## config.mk

```make
export PLATFORM = sky130hd
export DESIGN_NAME = boost_governor
export DESIGN_NICKNAME = d
export VERILOG_FILES = /design/src/rtl/gov_pkg.sv /design/src/rtl/gov_mdu.sv /design/src/rtl/gov_thresh.sv /design/src/rtl/gov_boost_rule.sv /design/src/rtl/boost_governor.sv
export SDC_FILE = /design/constraint.sdc
export NUM_CORES = 2
export LEC_CHECK = 0
export BUFFER_PORTS_ARGS = -buffer_cell sky130_fd_sc_hd__clkbuf_2
export CAP_MARGIN = 20
export CORE_ASPECT_RATIO = 0.7
export CORE_MARGIN = 2
export CORE_UTILIZATION = 35
export CTS_BUF_LIST = sky130_fd_sc_hd__clkbuf_4
export DETAILED_ROUTE_END_ITERATION = 12
export GPL_ROUTABILITY_DRIVEN = 0
export PLACE_DENSITY = 0.54
export SETUP_SLACK_MARGIN = 0.5
export SYNTH_ARGS = -nofsm -noshare
export SYNTH_HDL_FRONTEND = slang
export SYNTH_SLANG_ARGS = --single-unit
export TNS_END_PERCENT = 10
```

## constraint.sdc

```tcl
create_clock -name clk_i -period 19.1 [get_ports clk_i]
set_input_delay 5.73 -clock clk_i [delete_from_list [all_inputs] [get_ports clk_i]]
set_output_delay 5.73 -clock clk_i [all_outputs]
set_load 0.05 [all_outputs]
```

## src/rtl/gov_pkg.sv

```systemverilog
package gov_pkg;
  typedef enum logic [3:0] {
    ST_IDLE, ST_BMUL, ST_BDIV, ST_FMUL, ST_UMUL, ST_UDIV, ST_WMUL,
    ST_WDIV, ST_NMUL, ST_DMUL, ST_ADIV, ST_SDIV, ST_TMUL, ST_TDIV
  } gov_state_e;

  typedef enum logic {MDU_MUL = 1'b0, MDU_DIV = 1'b1} mdu_op_e;

  localparam int unsigned PCT_SCALE   = 100;
  localparam int unsigned SUSTAIN_NUM = 10000;
endpackage

```

## src/rtl/gov_mdu.sv

```systemverilog
module gov_mdu
  import gov_pkg::*;
#(
  parameter int unsigned MW = 64
) (
  input  logic          clk_i,
  input  logic          rst_ni,
  input  logic          start_i,
  input  mdu_op_e       op_i,
  input  logic [MW-1:0] a_i,
  input  logic [MW-1:0] b_i,
  output logic          done_o,
  output logic [MW-1:0] res_o
);
  localparam int unsigned CNTW = $clog2(MW);

  logic            run_q, done_q;
  mdu_op_e         op_q;
  logic [MW-1:0]   acc_q, x_q, y_q;
  logic [CNTW-1:0] cnt_q;
  logic [MW:0]     shl;
  logic [MW-1:0]   dif;
  logic            ge;

  // restoring divide step: remainder in acc_q, quotient shifts through x_q
  always_comb begin
    shl = {acc_q, x_q[MW-1]};
    ge  = shl >= {1'b0, y_q};
    dif = shl[MW-1:0] - y_q;
  end

  always_ff @(posedge clk_i or negedge rst_ni) begin
    if (!rst_ni) begin
      run_q  <= 1'b0;
      done_q <= 1'b0;
      op_q   <= MDU_MUL;
      acc_q  <= '0;
      x_q    <= '0;
      y_q    <= '0;
      cnt_q  <= '0;
    end else begin
      done_q <= 1'b0;
      if (start_i) begin
        run_q <= 1'b1;
        op_q  <= op_i;
        acc_q <= '0;
        x_q   <= a_i;
        y_q   <= b_i;
        cnt_q <= '0;
      end else if (run_q) begin
        if (op_q == MDU_MUL) begin
          if (y_q[0]) acc_q <= acc_q + x_q;
          x_q <= x_q << 1;
          y_q <= y_q >> 1;
        end else begin
          acc_q <= ge ? dif : shl[MW-1:0];
          x_q   <= {x_q[MW-2:0], ge};
        end
        cnt_q <= cnt_q + 1'b1;
        if (cnt_q == CNTW'(MW - 1)) begin
          run_q  <= 1'b0;
          done_q <= 1'b1;
        end
      end
    end
  end

  assign done_o = done_q;
  assign res_o  = (op_q == MDU_DIV) ? x_q : acc_q;


  mdu_done_pulse_chk: assert property (@(posedge clk_i) disable iff (!rst_ni)
    done_q |=> !done_q);


  mdu_start_idle_chk: assert property (@(posedge clk_i) disable iff (!rst_ni)
    start_i |-> !run_q);
endmodule

```

## src/rtl/gov_thresh.sv

```systemverilog
module gov_thresh #(
  parameter int unsigned PCTW = 8,
  parameter int unsigned PERW = 8
) (
  input  logic [PCTW-1:0] up_thr_i,
  input  logic [PCTW-1:0] dn_thr_i,
  input  logic [PERW-1:0] period_i,
  output logic [PCTW-1:0] up_eff_o,
  output logic [PCTW-1:0] dn_eff_o,
  output logic [PERW-1:0] per_eff_o
);
  localparam logic [PCTW-1:0] PCT_MAX = PCTW'(100);
  localparam logic [PCTW-1:0] PCT_ONE = PCTW'(1);

  logic [PCTW-1:0] up_lim;

  always_comb begin
    dn_eff_o = (dn_thr_i > PCT_MAX) ? PCT_MAX : dn_thr_i;
    up_lim   = (up_thr_i > PCT_MAX) ? PCT_MAX : up_thr_i;
    up_eff_o = (up_lim < dn_eff_o) ? dn_eff_o : up_lim;
    if (up_eff_o < PCT_ONE) up_eff_o = PCT_ONE;
    per_eff_o = (period_i == '0) ? PERW'(1) : period_i;
  end
endmodule

```

## src/rtl/gov_boost_rule.sv

```systemverilog
module gov_boost_rule #(
  parameter int unsigned VW = 32,
  parameter int unsigned MW = 64
) (
  input  logic          is_up_i,
  input  logic [MW-1:0] q_i,
  input  logic [VW-1:0] step_i,
  input  logic [VW-1:0] max_i,
  output logic [VW-1:0] boost_o,
  output logic          up_en_o,
  output logic          dn_en_o
);
  logic [MW-1:0] step_w, max_w, sum, half;

  always_comb begin
    step_w  = {{(MW-VW){1'b0}}, step_i};
    max_w   = {{(MW-VW){1'b0}}, max_i};
    sum     = q_i + step_w;
    half    = step_w >> 1;
    up_en_o = 1'b1;
    dn_en_o = 1'b1;
    if (is_up_i) begin
      if (sum >= max_w) begin
        boost_o = max_i;
        up_en_o = 1'b0;
      end else begin
        boost_o = sum[VW-1:0];
      end
    end else if (q_i < half) begin
      boost_o = '0;
      dn_en_o = 1'b0;
    end else begin
      boost_o = q_i[VW-1:0];
    end
  end
endmodule

```

## src/rtl/boost_governor.sv

```systemverilog
module boost_governor
  import gov_pkg::*;
#(
  parameter int unsigned VW   = 32,
  parameter int unsigned PCTW = 8,
  parameter int unsigned PERW = 8
) (
  input  logic            clk_i,
  input  logic            rst_ni,
  input  logic            evt_i,
  input  logic            up_i,
  input  logic            down_i,
  input  logic [VW-1:0]   avg_count_i,
  input  logic            mode_i,
  input  logic [VW-1:0]   cur_freq_i,
  input  logic [VW-1:0]   mon_freq_i,
  input  logic [VW-1:0]   max_freq_i,
  input  logic [PERW-1:0] period_i,
  input  logic [PCTW-1:0] up_thr_i,
  input  logic [PCTW-1:0] down_thr_i,
  input  logic [VW-1:0]   step_i,
  input  logic [PCTW-1:0] up_coef_i,
  input  logic [PCTW-1:0] down_coef_i,
  input  logic [VW-1:0]   band_i,
  output logic            busy_o,
  output logic            done_o,
  output logic [VW-1:0]   target_o,
  output logic [VW-1:0]   up_wm_o,
  output logic [VW-1:0]   down_wm_o,
  output logic [VW-1:0]   avg_up_wm_o,
  output logic [VW-1:0]   avg_down_wm_o,
  output logic            up_en_o,
  output logic            down_en_o
);
  localparam int unsigned MW = 2 * VW;
  localparam logic [MW-1:0] C_ONE  = MW'(1);
  localparam logic [MW-1:0] C_PCT  = MW'(PCT_SCALE);
  localparam logic [MW-1:0] C_SUS  = MW'(SUSTAIN_NUM);

  gov_state_e    state_q;
  logic          issued_q, done_q;
  logic          up_q, dn_q;
  logic [VW-1:0] avg_q, boost_q, tgt_q, uwm_q, dwm_q, auw_q, adw_q;
  logic          up_en_q, dn_en_q;
  logic [MW-1:0] prod_q, fp_q, den_q, avgf_q, sus_q;

  logic [PCTW-1:0] up_eff, dn_eff;
  logic [PERW-1:0] per_eff;

  logic          mdu_start, mdu_done;
  mdu_op_e       mdu_op;
  logic [MW-1:0] mdu_a, mdu_b, mdu_res;

  logic [VW-1:0] rule_boost;
  logic          rule_up_en, rule_dn_en;
  logic [VW-1:0] ref_freq;

  gov_thresh #(.PCTW(PCTW), .PERW(PERW)) u_thresh (
    .up_thr_i  (up_thr_i),
    .dn_thr_i  (down_thr_i),
    .period_i  (period_i),
    .up_eff_o  (up_eff),
    .dn_eff_o  (dn_eff),
    .per_eff_o (per_eff)
  );

  gov_mdu #(.MW(MW)) u_mdu (
    .clk_i   (clk_i),
    .rst_ni  (rst_ni),
    .start_i (mdu_start),
    .op_i    (mdu_op),
    .a_i     (mdu_a),
    .b_i     (mdu_b),
    .done_o  (mdu_done),
    .res_o   (mdu_res)
  );

  gov_boost_rule #(.VW(VW), .MW(MW)) u_rule (
    .is_up_i (up_q),
    .q_i     (mdu_res),
    .step_i  (step_i),
    .max_i   (max_freq_i),
    .boost_o (rule_boost),
    .up_en_o (rule_up_en),
    .dn_en_o (rule_dn_en)
  );

  function automatic logic [MW-1:0] zv(input logic [VW-1:0] v);
    return {{(MW-VW){1'b0}}, v};
  endfunction

  function automatic logic [MW-1:0] zp(input logic [PCTW-1:0] v);
    return {{(MW-PCTW){1'b0}}, v};
  endfunction

  function automatic logic [MW-1:0] zr(input logic [PERW-1:0] v);
    return {{(MW-PERW){1'b0}}, v};
  endfunction

  function automatic gov_state_e next_st(input gov_state_e s);
    case (s)
      ST_BMUL: return ST_BDIV;
      ST_BDIV: return ST_FMUL;
      ST_FMUL: return ST_UMUL;
      ST_UMUL: return ST_UDIV;
      ST_UDIV: return ST_WMUL;
      ST_WMUL: return ST_WDIV;
      ST_WDIV: return ST_NMUL;
      ST_NMUL: return ST_DMUL;
      ST_DMUL: return ST_ADIV;
      ST_ADIV: return ST_SDIV;
      ST_SDIV: return ST_TMUL;
      ST_TMUL: return ST_TDIV;
      default: return ST_IDLE;
    endcase
  endfunction

  assign ref_freq  = mode_i ? mon_freq_i : cur_freq_i;
  assign mdu_start = (state_q != ST_IDLE) && !issued_q;

  // operand routing per micro-step
  always_comb begin
    mdu_op = MDU_MUL;
    mdu_a  = '0;
    mdu_b  = '0;
    case (state_q)
      ST_BMUL: begin mdu_a = zv(boost_q); mdu_b = up_q ? zp(up_coef_i) : zp(down_coef_i); end
      ST_BDIV: begin mdu_op = MDU_DIV; mdu_a = prod_q; mdu_b = C_PCT; end
      ST_FMUL: begin mdu_a = zv(ref_freq); mdu_b = zr(per_eff); end
      ST_UMUL: begin mdu_a = fp_q; mdu_b = zp(up_eff); end
      ST_UDIV: begin mdu_op = MDU_DIV; mdu_a = prod_q; mdu_b = C_PCT; end
      ST_WMUL: begin mdu_a = fp_q; mdu_b = zp(dn_eff); end
      ST_WDIV: begin mdu_op = MDU_DIV; mdu_a = prod_q; mdu_b = C_PCT; end
      ST_NMUL: begin mdu_a = zv(avg_q); mdu_b = mode_i ? zv(cur_freq_i) : C_ONE; end
      ST_DMUL: begin mdu_a = zr(per_eff); mdu_b = mode_i ? zv(mon_freq_i) : C_ONE; end
      ST_ADIV: begin mdu_op = MDU_DIV; mdu_a = prod_q; mdu_b = den_q; end
      ST_SDIV: begin mdu_op = MDU_DIV; mdu_a = C_SUS; mdu_b = zp(up_eff); end
      ST_TMUL: begin mdu_a = avgf_q; mdu_b = sus_q; end
      ST_TDIV: begin mdu_op = MDU_DIV; mdu_a = prod_q; mdu_b = C_PCT; end
      default: ;
    endcase
  end

  always_ff @(posedge clk_i or negedge rst_ni) begin
    if (!rst_ni) begin
      state_q  <= ST_IDLE;
      issued_q <= 1'b0;
      done_q   <= 1'b0;
      up_q     <= 1'b0;
      dn_q     <= 1'b0;
      avg_q    <= '0;
      boost_q  <= '0;
      tgt_q    <= '0;
      uwm_q    <= '0;
      dwm_q    <= '0;
      auw_q    <= '0;
      adw_q    <= '0;
      up_en_q  <= 1'b1;
      dn_en_q  <= 1'b1;
      prod_q   <= '0;
      fp_q     <= '0;
      den_q    <= '0;
      avgf_q   <= '0;
      sus_q    <= '0;
    end else begin
      done_q <= 1'b0;
      if (state_q == ST_IDLE) begin
        if (evt_i) begin
          up_q    <= up_i;
          dn_q    <= down_i;
          avg_q   <= avg_count_i;
          auw_q   <= avg_count_i + band_i;
          adw_q   <= (avg_count_i > band_i) ? (avg_count_i - band_i) : '0;
          state_q <= (up_i || down_i) ? ST_BMUL : ST_FMUL;
        end
      end else begin
        if (mdu_start) issued_q <= 1'b1;
        if (mdu_done) begin
          issued_q <= 1'b0;
          state_q  <= next_st(state_q);
          case (state_q)
            ST_BDIV: begin
              boost_q <= rule_boost;
              up_en_q <= rule_up_en;
              dn_en_q <= rule_dn_en;
            end
            ST_FMUL: fp_q   <= mdu_res;
            ST_UDIV: uwm_q  <= mdu_res[VW-1:0];
            ST_WDIV: dwm_q  <= mdu_res[VW-1:0];
            ST_DMUL: den_q  <= mdu_res;
            ST_ADIV: avgf_q <= mdu_res;
            ST_SDIV: sus_q  <= mdu_res;
            ST_TDIV: begin
              tgt_q  <= mdu_res[VW-1:0] + boost_q;
              done_q <= 1'b1;
            end
            default: prod_q <= mdu_res;
          endcase
        end
      end
    end
  end

  assign busy_o        = (state_q != ST_IDLE);
  assign done_o        = done_q;
  assign target_o      = tgt_q;
  assign up_wm_o       = uwm_q;
  assign down_wm_o     = dwm_q;
  assign avg_up_wm_o   = auw_q;
  assign avg_down_wm_o = adw_q;
  assign up_en_o       = up_en_q;
  assign down_en_o     = dn_en_q;


  accept_busy_chk: assert property (@(posedge clk_i) disable iff (!rst_ni)
    (state_q == ST_IDLE && evt_i) |=> busy_o);


  done_idle_chk: assert property (@(posedge clk_i) disable iff (!rst_ni)
    done_q |-> (state_q == ST_IDLE) && !issued_q);


  busy_hold_chk: assert property (@(posedge clk_i) disable iff (!rst_ni)
    (busy_o && evt_i) |=> $stable(avg_q) && $stable(up_q) && $stable(dn_q));


  up_clamp_chk: assert property (@(posedge clk_i) disable iff (!rst_ni)
    $fell(up_en_q) |-> (boost_q == max_freq_i) && dn_en_q);


  down_floor_chk: assert property (@(posedge clk_i) disable iff (!rst_ni)
    $fell(dn_en_q) |-> (boost_q == '0) && up_en_q);


  en_pair_chk: assert property (@(posedge clk_i) disable iff (!rst_ni)
    up_en_q || dn_en_q);


  thr_order_chk: assert property (@(posedge clk_i) disable iff (!rst_ni)
    (up_eff >= dn_eff) && (up_eff <= PCTW'(100)) && (up_eff != '0) && (per_eff != '0));
endmodule

```

Yosys cells after proc, flatten, opt, wreduce, memory -nomap -nowiden
Memory sizes are Yosys's and may differ from the RTL's.
Cells that the tools add are included.

word-level totals
  register bits = 754
  memory bits (read-only) = 64
  input port bits = 238
  output and inout bits = 164
  memories = 1

operators by class
  add/sub/neg operators = 7
  order comparisons = 8
  equality and inequality tests = 16
  muxes and demuxes = 49
  bitwise operators = 2
  reductions and logical operators = 30

memory list
  memory           words  width  read ports  clocked after memory_dff  wr ports  RTL line               source
  (no name shown)  16     4      1           0                         0         boost_governor.sv:101  case (s)

operator list
  cell                                                           number
  two-way mux 64 bit                                             11
  one-hot mux 64 bit (9 select lines)                            1
  one-hot mux 64 bit (8 select lines)                            1
  two-way mux 32 bit                                             7
  >= comparator 65 x 64 -> 1 bit                                 1
  adder 32 bit                                                   2
  adder 64 x 32 -> 64 bit                                        1
  adder 64 bit                                                   1
  >= comparator 64 x 32 -> 1 bit                                 1
  < comparator 64 x 31 -> 1 bit                                  1
  subtractor 64 bit                                              1
  two-way mux 8 bit                                              6
  greater-than comparator 32 bit                                 1
  subtractor 32 bit                                              1
  AND reduction 3 bit                                            9
  equality test 4 bit, second input constant                     6
  two-way mux 1 bit                                              17
  equality test 4 x 3 -> 1 bit, second input constant            4
  greater-than comparator 8 x 7 -> 1 bit, second input constant  2
  two-way mux 4 bit                                              3
  two-way mux 6 bit                                              2
  AND reduction 2 bit                                            5
  equality test 4 x 2 -> 1 bit, second input constant            2
  logical NOT 8 bit                                              1
  20 further kinds                                               25

Depth between registers and ports, before layout
  depth in word-level cells = 8
  gate-level depth with buffers = 35

Cells and area by module
A second synthesis with hierarchy kept.

unflattened totals
  cells, all modules = 5820
  area, all modules = 53600.2 sq um

by module, submodules not included
  module          instances  cells an instance  area an instance (sq um)  seq. area each (sq um)
  boost_governor  1          2637               29014.1                   13840.8
  gov_mdu         1          2179               18139.9                   5029.8
  gov_boost_rule  1          928                5930.7                    0.0
  gov_thresh      1          76                 515.5                     0.0

Worst setup path before layout
No wires, ideal clock.

  path kind = input-to-reg
  start point = input port step_i[0]
  end point = register boost_q[10]
  data arrival time = 10.693 ns
  required time = 18.974 ns
  path slack = 8.281 ns
  cell stages on the path = 26
  path through = ha_1 > fa_1 > a21oi_1 > o21ai_0 > a31o_2 > a21o_1 > a31o_2 > a21oi_1 > nand2b_1 > a211oi_1 > a211o_1 > xor2_1 > ha_1 > a21oi_1 > o21ai_0 > o21ai_0 > a2111oi_0 > a21oi_1 > nand4_1 > nor4b_2 > nand4_1 > nor4b_2 > nand4_4 > buf_6 > mux2_4 > a221o_1

between the ends
  word-level cells in the longest chain between the ends = 4

ends and longest elaborated chain
  what                            RTL line               source
  from (decl)                     boost_governor.sv:21   input logic [VW-1:0] step_i,
  adder 64 x 32 -> 64 bit *       gov_boost_rule.sv:18   sum = q_i + step_w;
  >= comparator 64 x 32 -> 1 bit  gov_boost_rule.sv:23   if (sum >= max_w) begin
  two-way mux 32 bit *            gov_boost_rule.sv:23
  two-way mux 32 bit *            gov_boost_rule.sv:22   if (is_up_i) begin
  to (signal assigned)            boost_governor.sv:183  boost_q <= rule_boost;
  to (decl)                       boost_governor.sv:43   logic [VW-1:0] avg_q, boost_q, tgt_q, uwm_q, dwm_q, auw_q, adw_q;

Mark *: on every way between the ends. The rest lies on a longest branch, timed or not.
A chain may end at the register's enable or synchronous reset.

Worst setup path in the final report
  start point = input port step_i[4]
  end point = register boost_q[13]

between the ends
  word-level cells in the longest chain between the ends = 4

ends and longest elaborated chain
  what                            RTL line
  adder 64 x 32 -> 64 bit         gov_boost_rule.sv:18
  >= comparator 64 x 32 -> 1 bit  gov_boost_rule.sv:23
  two-way mux 32 bit              gov_boost_rule.sv:23
  two-way mux 32 bit *            gov_boost_rule.sv:22

Marked as above.

==> impl_metrics.env <==
export IMPL_grt_pass1_wl_um=302000
export IMPL_p_leak_nw=26.6
export IMPL_timing_rr_end="boost_q[13]$_DFFE_PN0P_"
export IMPL_slew_violations=0
export IMPL_fin_cells=8354
export IMPL_p_per_area_nw_per_um2=96.6
export IMPL_synth_edf_count=0
export IMPL_min_path_type="reg2reg"
export IMPL_clk_pin_slew_ps=60
export IMPL_ys_seq_area_share_pct=37.6
export IMPL_grt_pass1_vias=45270
export IMPL_fmax_mhz=87.9
export IMPL_grt_max_degree=129
export IMPL_finalSetupViolCount=0
export IMPL_hold_ws_ps=474
export IMPL_post_dp_hpwl_um=152000
export IMPL_crit_required_ps=20140
export IMPL_dieArea_sq_um=146000
export IMPL_tritoncts="built"
export IMPL_crit_path_start_kind="input pin"
export IMPL_wl_um=206000
export IMPL_drt_first_pass_iters=6
export IMPL_initial_core_util_pct=35.2
export IMPL_syn_to_final_growth_pct=13.3
export IMPL_layout_cells_most_common="nand2_1"
export IMPL_die_h_um=321
export IMPL_synth_yosys_warnings=0
export IMPL_globalRouteTotalUtil_pct=27.4
export IMPL_place_inst=8003
export IMPL_r2r_slack_ps=9400
export IMPL_synth_flop_cell="dfrtp_1"
export IMPL_syn_instance_count=5935
export IMPL_antenna_found_initial=14
export IMPL_clock_latency_ps=1240
export IMPL_rsz0062_at_grt="false"
export IMPL_drt_first_iter_violations=5322
export IMPL_final_seq_area_sq_um=18900
export IMPL_syn_area_per_cell_sq_um=8.46
export IMPL_final_nets=6886
export IMPL_cts_sinks=754
export IMPL_n_fill_cell=14780
export IMPL_multi_input_area_sq_um=29100
export IMPL_post_cts_buffers=0
export IMPL_wl_per_cell_um=24.6
export IMPL_critical_path_class="in2reg"
export IMPL_synth_distinct_cells=89
export IMPL_avgViaCountPerCell=5.75
export IMPL_maxSlewHeadroom_pct=24.7
export IMPL_clock_skew_ps=145
export IMPL_drive_gt1_share_pct=14.6
export IMPL_clock_root_buffer="clkbuf_4"
export IMPL_cts_resized=0
export IMPL_post_route_period_util_pct=59.5
export IMPL_async_flop_share_pct=100
export IMPL_tightest_slew_ps=1130
export IMPL_htree_levels=4
export IMPL_crit_end="boost_q[13]$_DFFE_PN0P_"
export IMPL_path_max_fanout=33
export IMPL_final_cell_mix="nand2_1 (893), o21ai_0 (771), dfrtp_1 (750)"
export IMPL_final_setup_tns_ps=0
export IMPL_maxCapViolations=0
export IMPL_port_buffers=401
export IMPL_fin_total_pwr_mw=5.49
export IMPL_die_x_um=457
export IMPL_outcome="finished, final reports clean"
export IMPL_cts_buffer_depth=3
export IMPL_cts_buffers=196
export IMPL_fin_crit_ps=11370
export IMPL_drcViolationCount=0
export IMPL_endpoint_kind="flip-flop"
export IMPL_ant_nets=0
export IMPL_fp_coreArea_sq_um=143000
export IMPL_row_count=116
export IMPL_synthesis_nets=6506
export IMPL_vias=48044
export IMPL_pin_count=402
export IMPL_ys_seq_elements=754
export IMPL_postCtsHoldBufs=0
export IMPL_reg2reg_from="u_mdu.op_q$_DFFE_PN0P_"
export IMPL_netlist_area_sq_um=50200
export IMPL_r2r_cells=27
export IMPL_peakVddDrop_mv=0.0594
export IMPL_crit_start="step_i[4]"
export IMPL_hold_viol_final=0
export IMPL_grt_overflow=0
export IMPL_arrival_ps=12420
[kinds of logic (layout without fill, tap and decap cells)]
logic type,count (synthesis),after routing,synth area share [%]
AO/OA/AOI/OAI,2047,2047,25.4
AND/OR/NAND/NOR,1700,1700,14.8
flip-flops,754,754,37.6
buffers and inverters,640,1165,4.89
adder cells (fa/ha/maj),333,333,8.39
multiplexers,232,232,4.92
XOR/XNOR,227,227,3.96
other,2,8,0.0150
[critical path, stage by stage]
cell and delay [ps]:
clkbuf_2 100, ha_1 350, nand2_1 120, o311ai_1 590, o211ai_1 340, a211oi_1 550
nor2_1 170, o21ai_0 290, a21o_1 160, a21oi_1 80, xnor2_1 270, ha_1 310
a21o_1 190, a21o_1 170, a211oi_1 210, o21ai_0 120, o211ai_1 100, nand4_1 120
nor4b_2 280, nand4_1 150, nor4b_2 340, nand4_4 740, mux2_4 560, a221o_1 330
[cell type report]
cell class / count / area share (%)
Clock buffer: 281 / 3.71
Tap cell: 1888 / 4.15
Inverter: 295 / 1.95
Timing Repair Buffer: 527 / 5.28
Clock inverter: 62 / 0.563
Multi-Input combinational cell: 4541 / 51.1
Sequential cell: 754 / 33.2
Antenna cell: 6 / 0.0264
[registers in the layout (all words and copies together), names as in the netlist, 4 cells and up]
register       count
avgf_q            64
den_q             64
fp_q              64
prod_q            64
sus_q             64
u_mdu.acc_q       64
u_mdu.x_q         64
u_mdu.y_q         64
avg_down_wm_o     32
avg_q             32
avg_up_wm_o       32
boost_q           32
down_wm_o         32
target_o          32
up_wm_o           32
u_mdu.cnt_q        6
state_q            4
[cell usage after synthesis, types with 83 or more instances]
| master | n | share of area [%] |
|---|---|---|
| nand2_1 | 897 | 6.7 |
| a21o_1 | 139 | 2.1 |
| nor2_1 | 341 | 2.6 |
| ha_1 | 327 | 8.2 |
| xnor2_1 | 154 | 2.7 |
| nand3_1 | 83 | 0.83 |
| nor3_1 | 94 | 0.94 |
| inv_1 | 294 | 2.2 |
| dfrtp_1 | 752 | 37 |
| mux2i_1 | 182 | 3.6 |
| o21ai_0 | 772 | 7.7 |
| a21oi_1 | 420 | 4.2 |
| clkbuf_1 | 304 | 2.3 |
[power by group]
| group | internal [mW] | leakage, nW | switching, mW |
|---|---|---|---|
| Combinational | 0.853 | 15.0 | 1.46 |
| Sequential | 1.64 | 10.2 | 0.0891 |
| Clock | 0.701 | 1.44 | 0.754 |
| Total | 3.19 | 26.6 | 2.30 |
[per-stage QoR]
| step | area [sq um] | setup WS [ps] | util (%) |
|---|---|---|---|
| 3_3_place_gp | 54400 | 6760 | 38.1 |
| 3_5_place_dp | 54400 | 6680 | 38.1 |
| 6_report | 56900 | 7730 | 39.9 |
| 5_1_grt | 56900 | 7390 | 39.9 |
| 2_1_floorplan | 50200 | 8280 | - |
| 4_1_cts | 56800 | 7970 | 39.8 |
[worst min path at each step]
stage	from	to	slack, ps	depth (start not counted)
2_1_floorplan	avg_q[4]$_DFFE_PN0P_	avg_q[4]$_DFFE_PN0P_	440	2
3_3_place_gp	avg_up_wm_o[6]$_DFFE_PN0P_	avg_up_wm_o[6]$_DFFE_PN0P_	460	2
3_5_place_dp	avg_up_wm_o[6]$_DFFE_PN0P_	avg_up_wm_o[6]$_DFFE_PN0P_	460	2
4_1_cts	avg_up_wm_o[6]$_DFFE_PN0P_	avg_up_wm_o[6]$_DFFE_PN0P_	470	2
5_1_grt	prod_q[10]$_DFFE_PN0P_	prod_q[10]$_DFFE_PN0P_	500	2
6_report	avg_q[13]$_DFFE_PN0P_	avg_q[13]$_DFFE_PN0P_	470	2
[routing by layer]
metal	routed length, um	up-vias	track usage (%)
met2	80500	2131	36.9
met5	31	-	0
met1	96900	23439	41.2
li1	-	22190	-
met4	5660	4	8.47
met3	22600	280	8.24
Note: power is estimated with default switching activity, not from simulation.
